<file path="src/rtl/mgp_pkg.sv">
package mgp_pkg;

    typedef enum logic [2:0] {
        RIDX_CTRL = 3'd0,
        RIDX_DIR  = 3'd1,
        RIDX_OUT  = 3'd2,
        RIDX_LVL  = 3'd3,
        RIDX_IEN  = 3'd4
    } reg_idx_e;

    typedef struct packed {
        logic hold_rst;   // bit 1
        logic clk_on;     // bit 0
    } blk_ctrl_t;

    localparam blk_ctrl_t CTRL_RESET_VAL = '{hold_rst: 1'b1, clk_on: 1'b0};

    function automatic logic ctrl_running(input blk_ctrl_t c);
        return c.clk_on && !c.hold_rst;
    endfunction

    function automatic logic ctrl_writable(input blk_ctrl_t c);
        return c.clk_on && !c.hold_rst;
    endfunction

endpackage

</file>
<file path="src/rtl/mgp_ctrl.sv">
module mgp_ctrl
    import mgp_pkg::*;
(
    input  logic      clk,
    input  logic      rst,
    input  logic      wr_ctrl,
    input  logic [1:0] wdata,
    output blk_ctrl_t ctrl_q,
    output logic      run,
    output logic      hold
);
    always_ff @(posedge clk) begin
        if (rst) begin
            ctrl_q <= CTRL_RESET_VAL;
        end else if (wr_ctrl) begin
            ctrl_q <= blk_ctrl_t'(wdata);
        end
    end

    assign run  = ctrl_running(ctrl_q);
    assign hold = ctrl_q.hold_rst;
endmodule

</file>
<file path="src/rtl/mgp_sync.sv">
module mgp_sync #(
    parameter int W = 16
) (
    input  logic         clk,
    input  logic         rst,
    input  logic         clr,
    input  logic         en,
    input  logic [W-1:0] d,
    output logic [W-1:0] q
);
    logic [W-1:0] stage1;
    logic [W-1:0] stage2;

    always_ff @(posedge clk) begin
        if (rst || clr) begin
            stage1 <= '0;
            stage2 <= '0;
        end else if (en) begin
            stage1 <= d;
            stage2 <= stage1;
        end
    end

    assign q = stage2;
endmodule

</file>
<file path="src/rtl/mgp_regfile.sv">
module mgp_regfile #(
    parameter int NPINS = 16
) (
    input  logic               clk,
    input  logic               rst,
    input  logic               hold,
    input  logic               wr_ok,
    input  logic               wr_dir,
    input  logic               wr_out,
    input  logic               wr_ien,
    input  logic [2*NPINS-1:0] wdata,
    output logic [NPINS-1:0]   dir_q,
    output logic [NPINS-1:0]   out_q,
    output logic [NPINS-1:0]   ien_q
);
    localparam int MASK_LSB = NPINS;

    always_ff @(posedge clk) begin
        if (rst || hold) begin
            dir_q <= '0;
            ien_q <= '0;
        end else if (wr_ok) begin
            if (wr_dir) dir_q <= wdata[NPINS-1:0];
            if (wr_ien) ien_q <= wdata[NPINS-1:0];
        end
    end

    for (genvar p = 0; p < NPINS; p++) begin : g_outbit
        always_ff @(posedge clk) begin
            if (rst || hold) begin
                out_q[p] <= 1'b0;
            end else if (wr_ok && wr_out && wdata[MASK_LSB + p]) begin
                out_q[p] <= wdata[p];
            end
        end
    end
endmodule

</file>
<file path="src/rtl/mgp_irq.sv">
module mgp_irq #(
    parameter int NPINS = 16,
    parameter int SPLIT = 8
) (
    input  logic             run,
    input  logic [NPINS-1:0] lvl,
    input  logic [NPINS-1:0] ien,
    output logic [SPLIT-1:0] irq_direct,
    output logic             irq_shared
);
    localparam int NSHARE = NPINS - SPLIT;

    logic [NSHARE-1:0] gated;

    for (genvar k = 0; k < NSHARE; k++) begin : g_gate
        assign gated[k] = lvl[SPLIT + k] & ien[SPLIT + k];
    end

    assign irq_direct = lvl[SPLIT-1:0] & {SPLIT{run}};
    assign irq_shared = run & (|gated);
endmodule

</file>
<file path="src/rtl/mgp_block.sv">
module mgp_block
    import mgp_pkg::*;
#(
    parameter int NPINS = 16,
    parameter int SPLIT = 8,
    localparam int BUS_W = 2 * NPINS,
    localparam int ADDR_W = 3
) (
    input  logic              clk,
    input  logic              rst,
    input  logic              bus_we,
    input  logic [ADDR_W-1:0] bus_addr,
    input  logic [BUS_W-1:0]  bus_wdata,
    output logic [BUS_W-1:0]  bus_rdata,
    input  logic [NPINS-1:0]  pad_in,
    output logic [NPINS-1:0]  pad_out,
    output logic [NPINS-1:0]  pad_oe,
    output logic [SPLIT-1:0]  irq_direct,
    output logic              irq_shared
);
    blk_ctrl_t        ctrl_q;
    logic             run;
    logic             hold;
    logic [NPINS-1:0] dir_q;
    logic [NPINS-1:0] out_q;
    logic [NPINS-1:0] ien_q;
    logic [NPINS-1:0] lvl_q;
    reg_idx_e         idx;

    assign idx = reg_idx_e'(bus_addr);

    mgp_ctrl u_ctrl (
        .clk     (clk),
        .rst     (rst),
        .wr_ctrl (bus_we && idx == RIDX_CTRL),
        .wdata   (bus_wdata[1:0]),
        .ctrl_q  (ctrl_q),
        .run     (run),
        .hold    (hold)
    );

    mgp_regfile #(.NPINS(NPINS)) u_regs (
        .clk    (clk),
        .rst    (rst),
        .hold   (hold),
        .wr_ok  (ctrl_writable(ctrl_q)),
        .wr_dir (bus_we && idx == RIDX_DIR),
        .wr_out (bus_we && idx == RIDX_OUT),
        .wr_ien (bus_we && idx == RIDX_IEN),
        .wdata  (bus_wdata),
        .dir_q  (dir_q),
        .out_q  (out_q),
        .ien_q  (ien_q)
    );

    mgp_sync #(.W(NPINS)) u_sync (
        .clk (clk),
        .rst (rst),
        .clr (hold),
        .en  (ctrl_q.clk_on),
        .d   (pad_in),
        .q   (lvl_q)
    );

    mgp_irq #(.NPINS(NPINS), .SPLIT(SPLIT)) u_irq (
        .run        (run),
        .lvl        (lvl_q),
        .ien        (ien_q),
        .irq_direct (irq_direct),
        .irq_shared (irq_shared)
    );

    always_comb begin
        bus_rdata = '0;
        case (idx)
            RIDX_CTRL: bus_rdata[1:0]       = ctrl_q;
            RIDX_DIR:  bus_rdata[NPINS-1:0] = dir_q;
            RIDX_OUT:  bus_rdata[NPINS-1:0] = out_q;
            RIDX_LVL:  bus_rdata[NPINS-1:0] = lvl_q;
            RIDX_IEN:  bus_rdata[NPINS-1:0] = ien_q;
            default:   bus_rdata            = '0;
        endcase
    end

    assign pad_out = out_q;
    assign pad_oe  = dir_q;
endmodule

</file>
<file path="config.mk">
export PLATFORM = sky130hd
export DESIGN_NAME = mgp_block
export DESIGN_NICKNAME = d
export VERILOG_FILES = /design/src/rtl/mgp_pkg.sv /design/src/rtl/mgp_ctrl.sv /design/src/rtl/mgp_sync.sv /design/src/rtl/mgp_regfile.sv /design/src/rtl/mgp_irq.sv /design/src/rtl/mgp_block.sv
export SDC_FILE = /design/constraint.sdc
export NUM_CORES = 1
export LEC_CHECK = 0
export ABC_AREA = 1
export BUFFER_PORTS_ARGS = -buffer_cell sky130_fd_sc_hd__buf_2
export CAP_MARGIN = 20
export CELL_PAD_IN_SITES_DETAIL_PLACEMENT = 1
export CELL_PAD_IN_SITES_GLOBAL_PLACEMENT = 2
export CORE_MARGIN = 1.5
export CORE_UTILIZATION = 30
export CTS_CLUSTER_SIZE = 20
export DETAILED_ROUTE_END_ITERATION = 7
export PLACE_DENSITY = 0.95
export SYNTH_ARGS = -nofsm -noshare
export SYNTH_HDL_FRONTEND = slang
export SYNTH_HIERARCHICAL = 1
export SYNTH_SLANG_ARGS = --single-unit
</file>
<file path="constraint.sdc">
create_clock -name clk -period 3.2 [get_ports clk]
set_input_delay 0.16 -clock clk [delete_from_list [all_inputs] [get_ports clk]]
set_output_delay 0.16 -clock clk [all_outputs]
set_load 0.01 [all_outputs]
</file>
==> run summary, run 1 <==
## Clock tree
• **later-pin clock latency in the skew report** 0.34 ns
• **number of instances resized during post-cts repair** 0
• **clock-pin slew on the worst setup and hold paths** 0.06 ns
• **CTS tree** built
• **H-tree depth** 3
• **buffer cell driving the clock tree root** clkbuf_16
• **number of buffers created by CTS** 9
• **hold buffer count at cts** 0
• **post-CTS setup repair buffer count** 0
• **Sinks on Clock Net** 82
• **buffer levels on the longest clock path** 2

## Floorplanning
• **Initial Util** 0.307
• **Die X** 125 um
• **die footprint** 15,600 sq um
• **area of the placeable core** 14,500 sq um
• **number of I/O pins** 127
• **chip height** 125 um
• **Cell Rows** 44

## Worst setup path
• **CP Launch Type** flip-flop
• **worst setup slack for register-to-register paths** 1.40 ns
• **Arr. time, crit path** 1.73 ns
• **category of cells accounting for the largest share of critical-path delay** simple AND/OR/NAND/NOR gates
• **crit-path cells** inv_1 -> nor2_1 -> inv_2 -> a21oi_2 -> buf_2
• **crit end category** primary output
• **number of gates on the worst path with buffers counted** 5
• **cell depth of the worst flop-to-flop path** 6
• **beginning of the critical path** u_ctrl/ctrl_q[0]
• **Req. time, crit path** 3.04 ns
• **category of the most critical setup path** flip-flop to primary output
• **reg-to-reg critical path startpoint** u_ctrl/ctrl_q[0]
• **Critical Path Sink** irq_shared
• **stage delay of the slowest cell on the critical path** 0.54 ns
• **Max stage delay cell, worst path** nor2_1
• **end of the worst register-to-register path** u_regs/ien_q[13]
• **Crit Path Max Fanout** 9
• **buffers and inverters on the worst path** 3

## GRT
• **met3 Track Usage GR** 0.0468
• **largest net degree at the start of global routing** 60
• **total global-route track usage** 0.174
• **GRT met2 Usage** 0.278
• **aggregate global routing overflow** 0
• **via count of the first global-routing pass** 4,224
• **initial antenna violation count** 0
• **global-route met1 utilization** 0.238
• **GR peak layer** met2
• **wire length of the first global-routing pass** 21,900 um

## Outcome
• **status** completed

## Routing
• **DR vias** 4,276
• **first-pass detailed-route iteration total** 4
• **count of antenna-violating nets left after detailed routing** 0
• **wire length reported by the detailed router** 13,300 um
• **mean routed wirelength per cell** 14.6 um
• **number of DRC markers in iteration 0** 215
• **via density per instance** 4.67
• **residual DRC count** 0

## Power
• **power after layout** 0.00230 W
• **maximum vdd drop** 267 uV
• **cell leakage power** 2.24 nW
• **power density over the cells** 446 nW/um^2

## Final layout
• **area of all placed cells without fillers** 5150 sq um
• **area overhead of the layout relative to synthesis** 15.6%
• **final-layout fill cell count** 1,917
• **final net count** 782
• **register cell area after layout** 1640 sq um
• **fraction of final layout cells with drive strength greater than 1** 0.246
• **Finished Layout Cells** 916
• **most common library cell in the layout ignoring fill and taps** nor2_1
• **antenna diode instance count** 0
• **most frequent cells in the layout** 140 x nor2_1, 126 x nand2_1, 110 x buf_2
• **multi-input logic area** 2090 sq um

## STA
• **minimum clock period after layout** 1.89 ns
• **total setup violations reported at the end of the flow** 0
• **final setup TNS** 0 ns
• **worst-margin pin slew** 0.784 ns
• **Worst Skew** 0.00812 ns
• **normalized max-slew margin** 0.478
• **RSZ-0062 raised after global routing** no
• **Hold Fails Final Rpt** 0
• **post-route fraction of the period consumed by the critical path** 0.591
• **Max Transition Viols Final** 0
• **highest clock frequency the design can meet** 529 MHz

## Synthesis
• **average footprint of a synthesized cell** 6.91 sq um
• **post-synthesis sequential element count** 82
• **area fraction of the dominant cell type after synthesis** 0.368
• **dominant cells by area after synthesis** dfxtp_1 37%, nor2_1 12%, nand2_1 11%
• **post-synth design cell area** 4460 sq um
• **largest area contributor in the synthesized netlist** dfxtp_1
• **part of the Yosys area used for sequential elements** 0.368
• **Cells after Synth** 645
• **post-synthesis cell type count** 27
• **count of yosys warnings during synthesis** 6

## Worst hold path
• **class of the tightest hold or removal check** primary input to flip-flop
• **worst hold path depth** 3

## Place
• **half-perimeter wire length of the detailed placement result** 9350 um
• **cell count after placement** 901
• **number of buffers added on ports** 110
• **global placement routability congestion** 0.773
• **DP Area** 4840 sq um

## Run
• **MaxCap Viol Count** 0

## routing by layer
metal  vias up  share of wire
met5         -              0
met4         0         0.0059
met3         7          0.064
met2       124           0.45
met1      1975           0.48
li1       2170              -
## synthesized netlist by cell type
cell and number:
a21oi_2 1, buf_2 13, buf_4 20, buf_6 21, buf_8 3, clkbuf_2 1, clkbuf_8 1, conb_1 1
dfxtp_1 82, inv_1 63, inv_2 2, inv_4 2, inv_6 2, nand2_1 126, nand2_2 1, nand2_4 2
nand3_1 31, nand3_2 3, nand4_1 62, nor2_1 141, nor2_2 30, nor2_4 1, nor2_8 1, nor4_1 1
nor4_2 2, o21ai_0 21, o21ai_1 11
## stage by stage
stage	hold WS, ns	setup WS, ns	utilization
after global placement	0.426	1.14	0.333
after global routing	0.0736	1.14	0.355
final	0.0794	1.31	0.355
after detailed placement	0.430	1.05	0.333
after CTS	0.0690	1.24	0.355
after floorplan	0.279	1.84	-
## worst min-delay path by stage
| stage | start | end | slack [ns] |
|---|---|---|---|
| finish | bus_wdata[13] | u_regs/out_q[13] | 0.08 |
| global route | bus_wdata[13] | u_regs/out_q[13] | 0.07 |
| CTS | bus_wdata[13] | u_regs/out_q[13] | 0.07 |
| detailed placement | bus_wdata[13] | u_regs/out_q[13] | 0.43 |
| global placement | bus_wdata[10] | u_regs/out_q[10] | 0.43 |
| floorplan | rst | u_ctrl/hold | 0.28 |
## worst reg2reg max path, stage by stage (launching register included)
cell and delay (ns):
dfxtp_2 0.41, inv_1 0.09, nor2_2 0.48, nand2_4 0.31
inv_6 0.25, nor2_1 0.07, nor2_1 0.12
## layout make-up
cell class / count / area share
multi-input combinational: 450 / 0.406
tap: 184 / 0.0447
clock buffer: 10 / 0.0464
sequential: 82 / 0.319
timing repair buffer: 116 / 0.116
inverter: 69 / 0.0532
clock inverter: 5 / 0.0153
## power by group
group / leakage (nW) / total, W / switching, W / internal [W]
sequential: 0.661 / 0.00103 / 0.00000283 / 0.00102
clock: 0.158 / 0.00112 / 0.000425 / 0.000699
combinational: 1.42 / 0.000150 / 0.000106 / 0.0000440
## kinds of logic (layout without fill, tap and decap cells)
family                 Yosys count  after routing  synth area share
AND/OR/NAND/NOR                401            401             0.416
buffers and inverters          128            200             0.177
flip-flops                      82             82             0.368
AO/OA/AOI/OAI                   33             33            0.0379
other                            1             16          0.000841
## flip-flops by register name (all words and copies together), names as in the netlist
signal / flops
u_sync/stage1: 16
u_regs/ien_q: 16
u_regs/out_q: 16
u_sync/q: 16
u_regs/dir_q: 16
u_ctrl/ctrl_q: 1
u_ctrl/hold: 1
Power figures use the tool's default switching activity.
==> inputs of run 2 (changes only) <==
- CORE_UTILIZATION: 30 -> 28
- PLACE_DENSITY: 0.95 -> 0.91
- clock period: 3.2 -> 1.95 ns (I/O delays scaled with it)
==> run 2 against run 1 <==
  * Sequential power grew 63%
  * Routed wire length grew 4.2%
  * Sequential share of layout area shrank 0.29 points
  * Register-to-register slack lost 0.93 ns
  * Clock power grew 41%
  * Combinational power grew 78%
==> run summary, run 2 (synthesized netlist as in run 1, its figures left out) <==
## Outcome
• **status** completed

## STA
• **Worst Skew** 0.00549 ns, -0.00263 ns
• **worst setup margin** 0.281 ns, -1.03 ns
• **worst-margin pin slew** 0.587 ns, -0.197 ns
• **final setup TNS** 0 ns, unchanged
• **normalized max-slew margin** 0.609, +0.131
• **highest clock frequency the design can meet** 599 MHz
• **total setup violations reported at the end of the flow** 0, unchanged
• **Hold Fails Final Rpt** 0, unchanged
• **RSZ-0062 raised after global routing** no
• **post-route fraction of the period consumed by the critical path** 0.856
• **minimum clock period after layout** 1.67 ns
• **Max Transition Viols Final** 0, unchanged

## Worst setup path
• **number of gates on the worst path with buffers counted** 5, unchanged
• **worst setup slack for register-to-register paths** 0.47 ns, -0.93 ns
• **reg-to-reg critical path startpoint** u_ctrl/hold
• **crit end category** primary output
• **stage delay of the slowest cell on the critical path** 0.40 ns, -0.14 ns
• **Req. time, crit path** 1.85 ns, -1.19 ns
• **category of cells accounting for the largest share of critical-path delay** flip-flops
• **category of the most critical setup path** flip-flop to primary output
• **Max stage delay cell, worst path** dfxtp_1
• **Crit Path Max Fanout** 6, -3
• **CP Launch Type** flip-flop
• **beginning of the critical path** u_ctrl/hold
• **crit-path cells** nor2_1 -> buf_4 -> inv_2 -> a21oi_2 -> buf_2
• **cell depth of the worst flop-to-flop path** 5, -1
• **end of the worst register-to-register path** u_regs/ien_q[13]
• **buffers and inverters on the worst path** 3, unchanged
• **Arr. time, crit path** 1.57 ns, -0.16 ns

## Routing
• **count of antenna-violating nets left after detailed routing** 0, unchanged
• **wire length reported by the detailed router** 13,900 um, +4.2%
• **residual DRC count** 0, unchanged
• **mean routed wirelength per cell** 14.6 um, +0.41%
• **number of DRC markers in iteration 0** 237, +10%
• **via density per instance** 4.50, -3.5%
• **DR vias** 4,283, +0.16%
• **first-pass detailed-route iteration total** 4, unchanged

## GRT
• **initial antenna violation count** 0, unchanged
• **via count of the first global-routing pass** 4,292, +1.6%
• **aggregate global routing overflow** 0, unchanged
• **wire length of the first global-routing pass** 22,300 um, +2.0%
• **total global-route track usage** 0.174, +0.000238
• **largest net degree at the start of global routing** 66, +10%

## Clock tree
• **later-pin clock latency in the skew report** 0.34 ns, about the same
• **post-CTS setup repair buffer count** 0, unchanged
• **buffer levels on the longest clock path** 2, unchanged
• **buffer cell driving the clock tree root** clkbuf_16
• **hold buffer count at cts** 0, unchanged
• **number of instances resized during post-cts repair** 0, unchanged
• **clock-pin slew on the worst setup and hold paths** 0.06 ns, about the same
• **number of buffers created by CTS** 9, unchanged
• **H-tree depth** 3, unchanged
• **Sinks on Clock Net** 82, unchanged
• **CTS tree** built

## Final layout
• **fraction of final layout cells with drive strength greater than 1** 0.253, +0.00680
• **area overhead of the layout relative to synthesis** 16.7%
• **most common library cell in the layout ignoring fill and taps** nor2_1
• **most frequent cells in the layout** 140 x nor2_1, 126 x nand2_1, 110 x buf_2
• **antenna diode instance count** 0, unchanged
• **final-layout fill cell count** 1,996, +4.1%
• **final net count** 790, +1.0%

## Power
• **power after layout** 0.00353 W, +54%
• **maximum vdd drop** 371 uV, +39%
• **power density over the cells** 679 nW/um^2, +52%
• **cell leakage power** 2.26 nW, +0.90%

## Floorplanning
• **chip height** 129 um, +3.4%
• **area of the placeable core** 15,400 sq um, +5.8%
• **Initial Util** 0.290, -0.0167
• **Cell Rows** 45, +2.3%
• **die footprint** 16,700 sq um, +7.0%
• **Die X** 129 um, +3.4%
• **number of I/O pins** 127, unchanged

## Run
• **MaxCap Viol Count** 0, unchanged

## Place
• **half-perimeter wire length of the detailed placement result** 10,000 um, +7.3%
• **number of buffers added on ports** 110, unchanged
• **global placement routability congestion** 0.752, -2.7%
• **pre-CTS WS** 0.300 ns, -0.746 ns

## Worst hold path
• **class of the tightest hold or removal check** primary input to flip-flop
• **worst hold path depth** 3, unchanged
• **Hold Path Origin** bus_wdata[4]
• **Worst Hold Endpoint** u_regs/out_q[4]

## run 2: worst max path at each step
stage                                  end
after global routing            irq_shared
final                           irq_shared
after global placement    u_regs/dir_q[10]
after CTS                       irq_shared
after floorplan            u_regs/ien_q[9]
after detailed placement   u_regs/dir_q[7]
## run 2: report_power, final
part           internal (W)  total (W)  switching, W  leakage [nW]
logic             0.0000800   0.000267      0.000187          1.46
clock network      0.000918    0.00158      0.000665         0.138
registers           0.00168    0.00168    0.00000363         0.661
## run 2: layout make-up
type	instances	area, sq um	share of cell area
multi-input combinational	450	2090	0.403
sequential	82	1640	0.316
timing repair buffer	124	656	0.126
inverter	69	274	0.0527
tap	211	264	0.0507
clock buffer	12	256	0.0493
clock inverter	3	15.0	0.00289
## run 2: per-stage QoR
stage,util,hold WS [ns],std cells,area [sq um]
global placement,0.321,0.372,936,4930
CTS,0.338,0.0116,951,5200
floorplan,-,0.217,660,4510
global route,0.338,0.0346,951,5200
finish,0.338,0.0188,951,5200
detailed placement,0.321,0.375,936,4930
## run 2: worst reg2reg max path: cells and delay by family, from the launching register on
kind	cells	cell delay, ns
AO/OA/AOI/OAI	1	0.26
buffers and inverters	1	0.23
flip-flops	1	0.40
AND/OR/NAND/NOR	3	0.49
## run 2: routing by layer
metal | routed length (um) | track usage
met5 | 0 | 0
met4 | 202 | 0.0549
met3 | 806 | 0.0458
met2 | 6130 | 0.266
met1 | 6770 | 0.238
==> inputs of run 3 (changes only) <==
--- a/config.mk
+++ b/config.mk
@@ -11,9 +11,8 @@
 export CELL_PAD_IN_SITES_DETAIL_PLACEMENT = 1
 export CELL_PAD_IN_SITES_GLOBAL_PLACEMENT = 2
-export CORE_MARGIN = 1.5
 export CORE_UTILIZATION = 28
 export CTS_CLUSTER_SIZE = 20
 export DETAILED_ROUTE_END_ITERATION = 7
-export PLACE_DENSITY = 0.91
+export PLACE_DENSITY_LB_ADDON = 0.1
 export SYNTH_ARGS = -nofsm -noshare
 export SYNTH_HDL_FRONTEND = slang
==> constraint.sdc (replaced) <==
create_clock -name clk -period 1.95 [get_ports clk]
set_input_delay 0.0975 -clock clk [delete_from_list [all_inputs] [get_ports clk]]
set_output_delay 0.0975 -clock clk [all_outputs]
set_load 0.02 [all_outputs]
==> run 3 against run 2 <==
  * Flip-flop and latch count unchanged
  * Via count grew 0.40%
  * Global-route usage is 0.71 points higher
  * Setup slack got worse by 0.038 ns
  * Cell area is 1.1% higher
  * Clock skew rose by 0.0029 ns
  * Count of clock-buffer cells in the layout stayed put
  * Combinational power up 3%
  * Largest cell class unchanged
  * Highest routed layer unchanged
==> run summary, run 3 (synthesized netlist as in run 1, its figures left out) <==
## Final layout
• **most frequent cells in the layout** 140 x nor2_1, 126 x nand2_1, 110 x buf_2
• **final net count** 787, -0.38%
• **fraction of final layout cells with drive strength greater than 1** 0.252, -0.000670
• **most common library cell in the layout ignoring fill and taps** nor2_1
• **final-layout fill cell count** 1,987, -0.45%
• **Finished Layout Cells** 949, -0.21%
• **antenna diode instance count** 0, unchanged
• **area overhead of the layout relative to synthesis** 18.0%

## STA
• **total setup violations reported at the end of the flow** 0, unchanged
• **post-route fraction of the period consumed by the critical path** 0.875, +0.0194
• **final setup TNS** 0 ns, unchanged
• **worst-margin pin slew** 0.613 ns, +0.0264 ns
• **RSZ-0062 raised after global routing** no
• **Max Transition Viols Final** 0, unchanged
• **highest clock frequency the design can meet** 586 MHz, -2.2%
• **Hold Fails Final Rpt** 0, unchanged
• **minimum clock period after layout** 1.71 ns, +0.0378 ns
• **Worst Skew** 0.00840 ns, +0.00290 ns
• **normalized max-slew margin** 0.591, -0.0176

## Clock tree
• **buffer levels on the longest clock path** 2, unchanged
• **buffer cell driving the clock tree root** clkbuf_16
• **H-tree depth** 3, unchanged
• **post-CTS setup repair buffer count** 0, unchanged
• **later-pin clock latency in the skew report** 0.34 ns, about the same
• **CTS tree** built
• **number of buffers created by CTS** 9, unchanged
• **Sinks on Clock Net** 82, unchanged
• **hold buffer count at cts** 0, unchanged
• **clock-pin slew on the worst setup and hold paths** 0.06 ns, about the same
• **number of instances resized during post-cts repair** 0, unchanged

## Worst hold path
• **worst hold path depth** 3, unchanged
• **Hold Path Origin** bus_wdata[10]
• **class of the tightest hold or removal check** primary input to flip-flop
• **Worst Hold Endpoint** u_regs/out_q[10]

## Worst setup path
• **CP Launch Type** flip-flop
• **reg-to-reg critical path startpoint** u_ctrl/hold
• **Req. time, crit path** 1.85 ns, about the same
• **worst setup slack for register-to-register paths** 0.45 ns, -0.02 ns
• **stage delay of the slowest cell on the critical path** 0.40 ns, about the same
• **Arr. time, crit path** 1.61 ns, +0.04 ns
• **Crit Path Max Fanout** 6, unchanged
• **Max stage delay cell, worst path** dfxtp_1
• **end of the worst register-to-register path** u_regs/out_q[0]
• **crit-path cells** nor2_1 -> buf_4 -> inv_2 -> a21oi_2 -> buf_2
• **cell depth of the worst flop-to-flop path** 6, +1
• **crit end category** primary output
• **category of the most critical setup path** flip-flop to primary output

## Power
• **cell leakage power** 2.28 nW, +0.64%
• **Int Pwr** 0.00298 W, +11%
• **power density over the cells** 737 nW/um^2, +8.6%
• **maximum vdd drop** 394 uV, +6.3%
• **clock share of power** 0.495, +0.047
• **fraction of power spent switching nets** 0.231, -0.0108
• **share of total power in sequential cells** 0.434, -0.042
• **net load switching power** 0.000897 W, +4.9%
• **Logic pwr share** 0.071, -0.004

## Place
• **cell count after placement** 933, -0.32%
• **number of buffers added on ports** 110, unchanged
• **global placement routability congestion** 0.721, -4.2%
• **half-perimeter wire length of the detailed placement result** 10,100 um, +0.39%

## Routing
• **via density per instance** 4.53, +0.61%
• **first-pass detailed-route iteration total** 5, +1
• **wire length reported by the detailed router** 14,000 um, +0.70%
• **residual DRC count** 0, unchanged
• **number of DRC markers in iteration 0** 207, -13%
• **mean routed wirelength per cell** 14.8 um, +0.92%
• **count of antenna-violating nets left after detailed routing** 0, unchanged
• **DR vias** 4,300, +0.40%

## GRT
• **largest net degree at the start of global routing** 66, unchanged
• **initial antenna violation count** 0, unchanged
• **via count of the first global-routing pass** 4,292, unchanged
• **wire length of the first global-routing pass** 22,800 um, +1.8%
• **aggregate global routing overflow** 0, unchanged
• **total global-route track usage** 0.181, +0.00715

## Floorplanning
• **Initial Util** 0.290, unchanged
• **chip height** 128 um, -0.77%
• **Die X** 128 um, -0.77%
• **area of the placeable core** 15,400 sq um, unchanged
• **Cell Rows** 45, unchanged
• **number of I/O pins** 127, unchanged
• **die footprint** 16,400 sq um, -1.5%

## Outcome
• **status** completed

## Run
• **MaxCap Viol Count** 0, unchanged

[run 3: cell types whose count changed in the layout (fill, tap and decap cells not counted)]
cell,change
buf_12,+1
bufinv_16,+2
clkinv_2,-2
buf_4,-4
clkbuf_1,-1
clkinvlp_4,+1
clkbuf_8,+1
[run 3: power groups by stage]
stage          clock [W]  sequential, W  combinational, W
2_1_floorplan          0        0.00172          0.000216
3_3_place_gp           0        0.00172          0.000276
3_5_place_dp           0        0.00172          0.000278
4_1_cts          0.00200        0.00168          0.000280
5_1_grt          0.00206        0.00168          0.000307
6_report         0.00192        0.00168          0.000276
[run 3: worst max path at each step]
stage | startpoint | endpoint | slack, ns | cells after the start
after floorplan | bus_addr[1] | u_regs/ien_q[9] | 0.65 | 7
after global placement | bus_addr[2] | u_regs/ien_q[11] | 0.32 | 7
after detailed placement | bus_addr[2] | u_regs/ien_q[2] | 0.23 | 7
after CTS | u_ctrl/hold | irq_shared | 0.17 | 5
after global routing | u_ctrl/hold | irq_shared | 0.07 | 5
final | u_ctrl/hold | irq_shared | 0.24 | 5
[run 3: area by class of cell]
cell class / count / area (sq um) / area share
Multi-Input combinational cell: 450 / 2090 / 0.398
Timing Repair Buffer: 121 / 646 / 0.123
Inverter: 69 / 274 / 0.0521
Clock buffer: 12 / 267 / 0.0507
Tap cell: 211 / 264 / 0.0502
Clock inverter: 4 / 72.6 / 0.0138
Sequential cell: 82 / 1640 / 0.312
[run 3: per-stage QoR]
step           power, W   util  instance area, sq um  setup slack [ns]  hold WS (ns)
2_1_floorplan   0.00193      -                  4510             0.655         0.217
3_3_place_gp    0.00199  0.320                  4920             0.315         0.377
3_5_place_dp    0.00200  0.320                  4920             0.228         0.383
4_1_cts         0.00396  0.342                  5260             0.175        0.0142
5_1_grt         0.00405  0.342                  5260            0.0749        0.0304
6_report        0.00388  0.342                  5260             0.243        0.0273
[run 3: worst max-delay path: cells and delay by family, from the launching register on]
family | cells | cell delay (ns)
buffers and inverters | 3 | 0.45
DFF | 1 | 0.40
and+or+nand+nor | 1 | 0.31
AOI/OAI and AO/OA | 1 | 0.11
[run 3: layer usage]
metal | global-route usage | share of wire | vias up | wire length, um
met2 | 0.299 | 0.48 | 88 | 6770
li1 | - | - | 2188 | -
met4 | 0.0422 | 0.0061 | 0 | 85
met3 | 0.0426 | 0.035 | 4 | 485
met1 | 0.238 | 0.48 | 2020 | 6660
met5 | 0 | 0 | - | 0
